### src/rtl/isr_pkg.sv
package isr_pkg;
    localparam int NUM_SRC = 14;

    localparam logic [NUM_SRC-1:0] RX_GRP_MASK  = 14'h0BB0; // bits 4,5,7,8,9,11
    localparam logic [NUM_SRC-1:0] TX_GRP_MASK  = 14'h004C; // bits 2,3,6
    localparam logic [NUM_SRC-1:0] MDM_GRP_MASK = 14'h0400; // bit 10

    typedef enum logic {
        SEL_STATUS = 1'b0,
        SEL_ENABLE = 1'b1
    } reg_sel_e;

    typedef struct packed {
        logic [NUM_SRC-1:0] bits;
    } src_vec_t;
endpackage

### src/rtl/isr_evt_latch.sv
module isr_evt_latch
    import isr_pkg::*;
#(
    parameter int N = NUM_SRC
) (
    input  logic         clk_i,
    input  logic         rst_ni,
    input  logic [N-1:0] evt_i,
    input  logic         clr_en_i,
    input  logic [N-1:0] clr_mask_i,
    output logic [N-1:0] stat_o
);
    typedef struct packed {
        logic [N-1:0] stat;
    } latch_st_t;

    latch_st_t    st_d, st_q;
    logic [N-1:0] bit_nxt;

    // each bit: an event wins over a clear in the same cycle
    for (genvar k = 0; k < N; k++) begin : g_bit
        assign bit_nxt[k] = evt_i[k] | (st_q.stat[k] & ~(clr_en_i & clr_mask_i[k]));
    end

    always_comb begin
        st_d      = st_q;
        st_d.stat = bit_nxt;
    end

    always_ff @(posedge clk_i or negedge rst_ni) begin
        if (!rst_ni) st_q <= '0;
        else         st_q <= st_d;
    end

    assign stat_o = st_q.stat;
endmodule

### src/rtl/isr_en_reg.sv
module isr_en_reg
    import isr_pkg::*;
#(
    parameter int N = NUM_SRC
) (
    input  logic         clk_i,
    input  logic         rst_ni,
    input  logic         ld_i,
    input  logic [N-1:0] ld_val_i,
    output logic [N-1:0] en_o
);
    typedef struct packed {
        logic [N-1:0] en;
    } en_st_t;

    en_st_t st_d, st_q;

    always_comb begin
        st_d = st_q;
        if (ld_i) st_d.en = ld_val_i;
    end

    always_ff @(posedge clk_i or negedge rst_ni) begin
        if (!rst_ni) st_q <= '0;
        else         st_q <= st_d;
    end

    assign en_o = st_q.en;
endmodule

### src/rtl/isr_irq_gen.sv
module isr_irq_gen
    import isr_pkg::*;
#(
    parameter int N = NUM_SRC
) (
    input  logic [N-1:0] stat_i,
    input  logic [N-1:0] en_i,
    output logic         irq_o,
    output logic         rx_pend_o,
    output logic         tx_pend_o,
    output logic         mdm_pend_o
);
    logic [N-1:0] masked;

    always_comb begin
        masked     = stat_i & en_i;
        irq_o      = |masked;
        rx_pend_o  = |(masked & RX_GRP_MASK[N-1:0]);
        tx_pend_o  = |(masked & TX_GRP_MASK[N-1:0]);
        mdm_pend_o = |(masked & MDM_GRP_MASK[N-1:0]);
    end
endmodule

### src/rtl/isr_unit.sv
module isr_unit
    import isr_pkg::*;
#(
    parameter int DATA_W = 32
) (
    input  logic               clk_i,
    input  logic               rst_ni,
    input  logic [NUM_SRC-1:0] evt_i,
    input  logic               reg_sel_i,
    input  logic               wr_en_i,
    input  logic [DATA_W-1:0]  wr_data_i,
    output logic [DATA_W-1:0]  rd_data_o,
    output logic               irq_o,
    output logic               rx_pend_o,
    output logic               tx_pend_o,
    output logic               mdm_pend_o
);
    localparam int PAD_W = DATA_W - NUM_SRC;

    logic [NUM_SRC-1:0] stat_w;
    logic [NUM_SRC-1:0] en_w;
    logic [NUM_SRC-1:0] wr_low;
    logic               stat_wr;
    logic               en_wr;
    logic               unused_hi;

    assign wr_low    = wr_data_i[NUM_SRC-1:0];
    assign unused_hi = ^wr_data_i[DATA_W-1:NUM_SRC];
    assign stat_wr   = wr_en_i & (reg_sel_e'(reg_sel_i) == SEL_STATUS);
    assign en_wr     = wr_en_i & (reg_sel_e'(reg_sel_i) == SEL_ENABLE);

    isr_evt_latch #(.N(NUM_SRC)) u_latch (
        .clk_i      (clk_i),
        .rst_ni     (rst_ni),
        .evt_i      (evt_i),
        .clr_en_i   (stat_wr),
        .clr_mask_i (wr_low),
        .stat_o     (stat_w)
    );

    isr_en_reg #(.N(NUM_SRC)) u_en (
        .clk_i    (clk_i),
        .rst_ni   (rst_ni),
        .ld_i     (en_wr),
        .ld_val_i (wr_low),
        .en_o     (en_w)
    );

    isr_irq_gen #(.N(NUM_SRC)) u_irq (
        .stat_i     (stat_w),
        .en_i       (en_w),
        .irq_o      (irq_o),
        .rx_pend_o  (rx_pend_o),
        .tx_pend_o  (tx_pend_o),
        .mdm_pend_o (mdm_pend_o)
    );

    always_comb begin
        if (reg_sel_e'(reg_sel_i) == SEL_ENABLE) rd_data_o = {{PAD_W{1'b0}}, en_w};
        else                                     rd_data_o = {{PAD_W{1'b0}}, stat_w};
    end
endmodule

### config.mk
export PLATFORM = sky130hd
export DESIGN_NAME = isr_unit
export DESIGN_NICKNAME = d
export VERILOG_FILES = /design/src/rtl/isr_pkg.sv /design/src/rtl/isr_evt_latch.sv /design/src/rtl/isr_en_reg.sv /design/src/rtl/isr_irq_gen.sv /design/src/rtl/isr_unit.sv
export SDC_FILE = /design/constraint.sdc
export NUM_CORES = 1
export LEC_CHECK = 0
export CAP_MARGIN = 30
export CORE_ASPECT_RATIO = 0.6
export CORE_MARGIN = 4
export CORE_UTILIZATION = 66
export DETAILED_ROUTE_END_ITERATION = 16
export DONT_BUFFER_PORTS = 1
export GPL_TIMING_DRIVEN = 0
export PLACE_DENSITY_LB_ADDON = 0.3
export REMOVE_ABC_BUFFERS = 1
export SLEW_MARGIN = 20
export SYNTH_ARGS = -nofsm -noshare
export SYNTH_HDL_FRONTEND = slang
export SYNTH_SLANG_ARGS = --single-unit
### constraint.sdc
create_clock -name clk_i -period 2.2 [get_ports clk_i]
set_input_delay 0.11 -clock clk_i [delete_from_list [all_inputs] [get_ports clk_i]]
set_output_delay 0.11 -clock clk_i [all_outputs]
set_load 0.02 [all_outputs]
# Yosys cells after proc, flatten, opt, wreduce, memory -nomap -nowiden
# Cells that the tools add are included.
[classes]
n_bitwise = 60
mux = 1
n_reduce_logical = 3
[ops]
columns = ["operator", "count"]
rows = [
  ["AND 1 bit", 30],
  ["NOT 1 bit", 15],
  ["AND 14 bit", 1],
  ["2-to-1 mux 14 bit", 1],
  ["bitwise OR 1 bit", 14],
  ["OR reduction 14 bit", 1],
  ["OR reduction 6 bit", 1],
  ["OR reduction 3 bit", 1],
]
[word_totals]
elab_cells = 66
register_bits = 28

# Depth between registers and ports, before layout
# Gate-level depths: netlist (run 1).
[depth]
ltp_word = 6
mapped_depth = 5
ltp_nobuf = 3

# Cells and area by module
# Synthesis (run 1) repeated with hierarchy kept, for this count alone.
[hier_totals]
cells_unflattened = 121
hier_area_um2 = 1488.9
[modules_own_cells]
columns = ["module", "seq_area_each_um2", "cells_per_inst", "area_each_um2", "instances"]
rows = [
  ["isr_en_reg", 350.3, 29, 519.2, 1],
  ["isr_evt_latch", 350.3, 43, 519.2, 1],
  ["isr_unit", 0.0, 37, 374.1, 1],
  ["isr_irq_gen", 0.0, 12, 76.3, 1],
]

# Worst setup path after synthesis (run 1)
# No wires, ideal clock.
[synth_path]
kind = "reg2out"
start = "register u_en.st_q (netlist bit u_en.en_o[8])"
end = "output irq_o"
stages_incl_launch_ff = 4
setup_slack_ps = 805
t_arrival_ps = 1285
t_required_ps = 2090
n_path_buf = 0
cell_sequence = "dfrtp_1 a22oi_1 nand3_1 or3_1"
[synth_between]
elab_chain_cells = 2
[synth_rtl]
columns = ["element", "line_no", "text"]
rows = [
  ["start, declared", "isr_en_reg.sv:16", "en_st_t st_d, st_q;"],
  ["start signal, assigned", "isr_en_reg.sv:25", "else st_q <= st_d;"],
  ["AND 14 bit", "isr_irq_gen.sv:16", "masked = stat_i & en_i;"],
  ["OR reduction 14 bit", "isr_irq_gen.sv:17", "irq_o = |masked;"],
  ["end, declared", "isr_unit.sv:13", "output logic irq_o,"],
]
# Every way passes these cells.

# Worst setup path after layout (run 1)
[layout_path]
start = "register u_en.st_q (netlist bit u_en.en_o[5])"
end = "output irq_o"
# Same word-level chain as after synthesis.

==> flow_metrics.tcl, run 1 <==
set metrics [dict create \
    net-switching-power_mw 0.352 \
    globalplace.congestion 0.760 \
    syn_area_per_cell_sq_um 12.3 \
    placed_cell_area_sq_um 1420 \
    diodes 0 \
    cts_tree "done" \
    p_comb_share_pct 25.4 \
    worst-path-buf-inv 0 \
    setup_ws_ns 0.236 \
    worst_setup_path_start_kind "flip-flop" \
    cellPowerDensity_nw_per_um2 663 \
    path_cells "a22oi_1 -> nand3_1 -> or3_1" \
    routedWlPerCell_um 20.4 \
    critPathKind "reg2out" \
    crit_family "simple AND/OR/NAND/NOR gates" \
    synth_most_common_cell "dfrtp_1" \
    numPortBuffers 0 \
    core-area_sq_um 1980 \
    rsz0062_at_grt "false" \
    synthTopCellsByCount "28 x dfrtp_1, 21 x buf_4, 18 x mux2_2" \
    p_leak_nw 0.765 \
    grt_antenna_before_repair 0 \
    dr.pass1.iters 4 \
    worst_skew_pair.late_latency_ns 0.27 \
    finalHoldViolCount 0 \
    netlist_area_sq_um 1490 \
    die_x_um 69.2 \
    cts_sinks 28 \
    clk_pin_slew_ns 0.09 \
    ant_nets 0 \
    pin_count 86 \
    synth_cell_types 15 \
    fin_skew_ns 0 \
    post-place-ws_ns 0.595 \
    finalSetupViolations 0 \
    vias 1016 \
    hold_path_depth 2 \
    swShare_pct 29.8 \
    critPathSlowestCell "or3_1" \
    hpwl_mm 2.26 \
    totalWireLength_mm 3.65 \
    cp.required_ns 2.09 \
    reg2regPathDepth 2 \
    synth_area_leader_cell "dfrtp_1" \
    drc 0 \
    synthFlopType "dfrtp_1" \
    grt_max_degree 29 \
    syn_to_final_growth_pct 20.3 \
    cp.depth 3 \
    worst_setup_path_end_kind "output pin" \
    synth_top_area_share_pct 47.2 \
    initial_core_util_pct 74.9 \
    yosys_warnings 0 \
    status "completed" \
    layout_min_cycle_time_ns 1.96 \
    numCtsBuffers 3 \
    stdcell_area_sq_um 1790 \
    yosys-top-cells-area "dfrtp_1 47%, mux2_2 14%, buf_4 11%" \
    finalSetupTns_ns 0 \
    p_clk_share_pct 22.8 \
    synth_edf_count 0 \
    power_mw 1.18 \
    yosysSeqAreaShare_pct 47.2 \
    ff2ff_setup_slack_ns 0.97 \
    max_freq_mhz 509 \
    ys_ff_latch 28 \
    worst_hold_path_type "in2reg" \
    post-cts-setup-buffers 0 \
    clock_path_buffers 2 \
    slew_violations 0 \
    grt.overflow.total 0 \
    rows 12 \
    routed_via_density 5.68 \
    grt_pass1_wl_mm 5.85 \
    fin_nets 203 \
    post_route_cells_drive_above_1_share_pct 22.5 \
    fp.dieH_um 44.7 \
    ir_drop_v 0.000502 \
    die_area_sq_um 3100 \
    drtIter0Drc 63 \
    p_int_mw 0.831 \
    async_flop_share_pct 100 \
    cap_violations 0 \
    grt_usage_pct 25.0 \
    timing.final.crit_share_pct 89.3 \
    slowest_delay_ns 0.56 \
    crit_arrival_ns 1.85 \
    pwr-share-seq_pct 51.7 \
    grt_pass1_vias 1110 \
    htreeDepth 1 \
    crit_fanout 3 \
    syn_inst 121 \
    cts-root-buf "clkbuf_8" \
]
worst paths after layout:
check / end / from
max in group asynchronous: u_latch.stat_o[9]$_DFF_PN0_ / rst_ni
setup reg to reg: u_latch.stat_o[0]$_DFF_PN0_ / u_latch.stat_o[0]$_DFF_PN0_
min in group asynchronous: u_latch.stat_o[13]$_DFF_PN0_ / rst_ni
setup / recovery: irq_o / u_en.en_o[5]$_DFFE_PN0P_
hold / removal: u_latch.stat_o[12]$_DFF_PN0_ / wr_data_i[12]
hold reg to reg: u_latch.stat_o[12]$_DFF_PN0_ / u_latch.stat_o[12]$_DFF_PN0_
area by class of cell:
| cell class | instances | area, sq um |
|---|---|---|
| tap | 28 | 35.0 |
| fill | 78 | 195 |
| multi-input combinational | 88 | 679 |
| sequential | 28 | 701 |
| timing repair buffer | 32 | 330 |
| clock buffer | 3 | 41.3 |
per-layer routing:
layer	part of all wire [%]	GRT usage, %	up-vias
met5	0	0	-
met4	1.3	5.84	0
met3	7.1	8.67	6
met2	53	45.3	56
met1	39	29.5	506
li1	-	-	448
cell usage in the layout (no fill, tap or decap):
master	n
buf_12	1
nand3_1	1
and2_1	1
or3_1	1
dlygate4sd3_1	31
nand2_1	17
mux2_2	18
nor2b_4	1
a222oi_1	1
dfrtp_1	28
mux2_4	10
conb_1	18
a22oi_1	5
clkbuf_8	3
nand2_4	1
a21o_1	14
logic make-up after synthesis:
kind of cell / after synthesis / synth area share (%)
mux: 28 / 23.8
compound gates: 20 / 10.3
buf+inv: 22 / 11.4
simple gates: 22 / 7.16
other cells: 1 / 0.252
flops: 28 / 47.2
power by group through the flow:
stage,Sequential (mW),Clock [mW],Combinational [mW]
final,0.612,0.270,0.301
after global routing,0.619,0.294,0.321
after CTS,0.609,0.274,0.292
after detailed placement,0.618,0,0.236
after global placement,0.613,0,0.229
after floorplan,0.603,0,0.213
state kept, by name, indices dropped and copies added (netlist names):
register	cells
u_en.en_o	14
u_latch.stat_o	14
metrics by stage:
step | hold WS (ns) | util (%) | std cells
floorplan | -0.186 | - | 116
global placement | -0.185 | 71.4 | 144
detailed placement | -0.185 | 71.4 | 144
CTS | 0.000754 | 89.1 | 177
global route | 0.00616 | 90.2 | 179
finish | 0.000713 | 90.2 | 179
repair_timing:
action                                 in CTS  in global routing
hold buffers                               30                  2
endpoints found under the hold margin      55                  2
gates resized for setup                     0                  0
No activity file was read; power rests on OpenSTA's default activity.
==> inputs of run 2 (changes only) <==
- SLEW_MARGIN: 20 -> default
- SYNTH_HIERARCHICAL: default -> 1
==> run 2 against run 1 <==
  * Power shrank 1.8%
  * Sequential share of layout area grew 0.81 points
  * Setup slack gained 0.12 ns
  * Combinational power shrank 4%
  * Via count shrank 1.3%
  * Critical endpoint unchanged
==> flow_metrics.tcl, run 2 <==
set metrics [dict create \
    status "completed" \
    p_comb_share_pct 24.8 \
    drc 0 \
    synthTopCellsByCount "28 x dfrtp_1, 20 x mux2_2, 18 x buf_4" \
    layout_common_cells "29 x dlygate4sd3_1, 28 x dfrtp_1, 20 x mux2_2, 18 x conb_1, 17 x nand2_1" \
    post_route_cells_drive_above_1_share_pct 22.8 \
    grt.overflow.total 0 \
    crit_arrival_ns 1.73 \
    worst_hold_path_type "in2reg" \
    stdcell_area_sq_um 1750 \
    synth_cell_types 16 \
    grt_max_degree 29 \
    timing.rr.end "u_en/en_o[10]$_DFFE_PN0P_" \
    syn_area_per_cell_sq_um 12.3 \
    cp-startpoint "u_latch/stat_o[7]$_DFF_PN0_" \
    fp.dieH_um 44.8 \
    ys_ff_latch 28 \
    rows 12 \
    syn_to_final_growth_pct 17.6 \
    hpwl_mm 2.05 \
    worst_setup_path_start_kind "flip-flop" \
    r2r_start "u_en/en_o[10]$_DFFE_PN0P_" \
    pwr-share-seq_pct 52.5 \
    grt_pass1_vias 1048 \
    path_cells "a22oi_1 -> nand3_1 -> or3_1" \
    core-area_sq_um 2000 \
    net-switching-power_mw 0.340 \
    cap_violations 0 \
    timing.hold.ws_ns 0.0173 \
    synth_area_leader_cell "dfrtp_1" \
    post-cts-setup-buffers 0 \
    synth_top_area_share_pct 47.1 \
    finalHoldViolCount 0 \
    fin_util_pct 87.7 \
    totalWireLength_mm 3.42 \
    p_int_mw 0.823 \
    yosysSeqAreaShare_pct 47.1 \
    routed_via_density 5.67 \
    dr.pass1.iters 4 \
    ff2ff_setup_slack_ns 1.39 \
    initial_core_util_pct 74.6 \
    async_flop_share_pct 100 \
    yosys-top-cells-area "dfrtp_1 47%, mux2_2 15%, buf_4 9.1%" \
    grt_pass1_wl_mm 5.00 \
    crit_fanout 3 \
    worst_setup_path_end_kind "output pin" \
    cts-root-buf "clkbuf_8" \
    rsz0062_at_grt "false" \
    routedWlPerCell_um 19.3 \
    syn_inst 121 \
    ant_nets 0 \
    synth_edf_count 0 \
    yosys_warnings 6 \
    grt_usage_pct 20.7 \
    p_leak_nw 0.741 \
    fin_skew_ns 0 \
    grt_antenna_before_repair 0 \
    cellPowerDensity_nw_per_um2 664 \
    pin_count 86 \
    synth_most_common_cell "dfrtp_1" \
    numCtsBuffers 3 \
    clk_pin_slew_ns 0.08 \
    reg2regPathDepth 1 \
    ir_drop_v 0.000461 \
    numPortBuffers 0 \
    swShare_pct 29.2 \
    diodes 0 \
    placed_cell_area_sq_um 1400 \
    final_common_cell "dlygate4sd3_1" \
    cp.required_ns 2.09 \
    die_x_um 69.3 \
    synthFlopType "dfrtp_1" \
    slowest_delay_ns 0.56 \
    cp-endpoint "irq_o" \
    htreeDepth 1 \
    fin_nets 201 \
    die_area_sq_um 3100 \
    worst_skew_pair.late_latency_ns 0.26 \
    max_freq_mhz 543 \
    slew_violations 0 \
    clock_path_buffers 2 \
    timing.final.crit_share_pct 83.7 \
    cts_sinks 28 \
    vias 1003 \
    globalplace.congestion 0.712 \
    layout_min_cycle_time_ns 1.84 \
    p_clk_share_pct 22.7 \
    netlist_area_sq_um 1490 \
    finalSetupViolations 0 \
    critPathKind "reg2out" \
    finalSetupTns_ns 0 \
    cts_tree "done" \
    drtIter0Drc 38 \
    critPathSlowestCell "or3_1" \
]
[run 2: changes by cell type after synthesis]
| cell | before | now |
|---|---|---|
| and2_2 | 0 | 1 |
| and2b_2 | 0 | 1 |
| buf_12 | 0 | 1 |
| buf_4 | 21 | 18 |
| buf_6 | 1 | 3 |
| mux2_2 | 18 | 20 |
| mux2_4 | 10 | 8 |
| nand2_4 | 1 | 0 |
| nor2b_4 | 1 | 0 |
[run 2: cell families (layout without fill, tap and decap cells)]
kind of cell,Yosys count,count (layout),share of synthesized area (%)
mux,28,28,23.2
simple gates,22,22,6.56
compound gates,20,20,10.3
other cells,1,18,0.252
buf+inv,22,33,12.7
flops,28,28,47.1
[run 2: metrics by stage]
stage / setup slack [ns] / power, mW / instances
2_1_floorplan: 0.801 / 0.808 / 116
3_3_place_gp: 0.666 / 0.833 / 144
3_5_place_dp: 0.659 / 0.842 / 144
4_1_cts: 0.359 / 1.15 / 175
5_1_grt: 0.306 / 1.21 / 177
6_report: 0.359 / 1.16 / 177
[run 2: critical path: cells and delay by family (launching register included)]
kind / cells / cell delay [ns]
flip-flops: 1 / 0.40
AO/OA/AOI/OAI: 1 / 0.23
AND/OR/NAND/NOR: 2 / 0.84
[run 2: repair_timing]
item	in CTS	in global routing
hold endpoints to repair	54	2
hold buffers	28	2
resized for setup	0	0
[run 2: area by class of cell]
type | instances | area (sq um)
flip-flops and latches | 28 | 701
fillers | 92 | 246
well taps | 28 | 35.0
clock buffers | 3 | 41.3
repair buffers | 30 | 310
multi-input cells | 88 | 663
[run 2: metal layers]
| metal | part of all wire, % | global-route usage (%) | vias up | routed length (um) |
|---|---|---|---|---|
| met5 | 0 | 0 | - | 0 |
| met4 | 1.9 | 3.89 | 0 | 65 |
| met3 | 8.5 | 6.22 | 8 | 289 |
| met2 | 53 | 41.7 | 58 | 1800 |
| met1 | 37 | 22.2 | 494 | 1260 |
| li1 | - | - | 443 | - |
[run 2: power by group through the flow]
stage	Clock, mW	Sequential (mW)	Combinational [mW]
after global routing	0.291	0.617	0.305
after detailed placement	0	0.617	0.225
final	0.264	0.610	0.289
after global placement	0	0.612	0.221
after CTS	0.265	0.606	0.279
after floorplan	0	0.604	0.205
[run 2: worst min path at each step]
stage,from,end,slack [ns],cells after the start
final,wr_data_i[5],u_latch/stat_o[5]$_DFF_PN0_,0.02,2
after global routing,wr_data_i[5],u_latch/stat_o[5]$_DFF_PN0_,0.02,2
after CTS,wr_data_i[3],u_en/en_o[3]$_DFFE_PN0P_,0.003,1
after detailed placement,rst_ni,u_latch/stat_o[0]$_DFF_PN0_,-0.19,0
after global placement,rst_ni,u_en/en_o[13]$_DFFE_PN0P_,-0.19,0
after floorplan,rst_ni,u_en/en_o[0]$_DFFE_PN0P_,-0.19,0
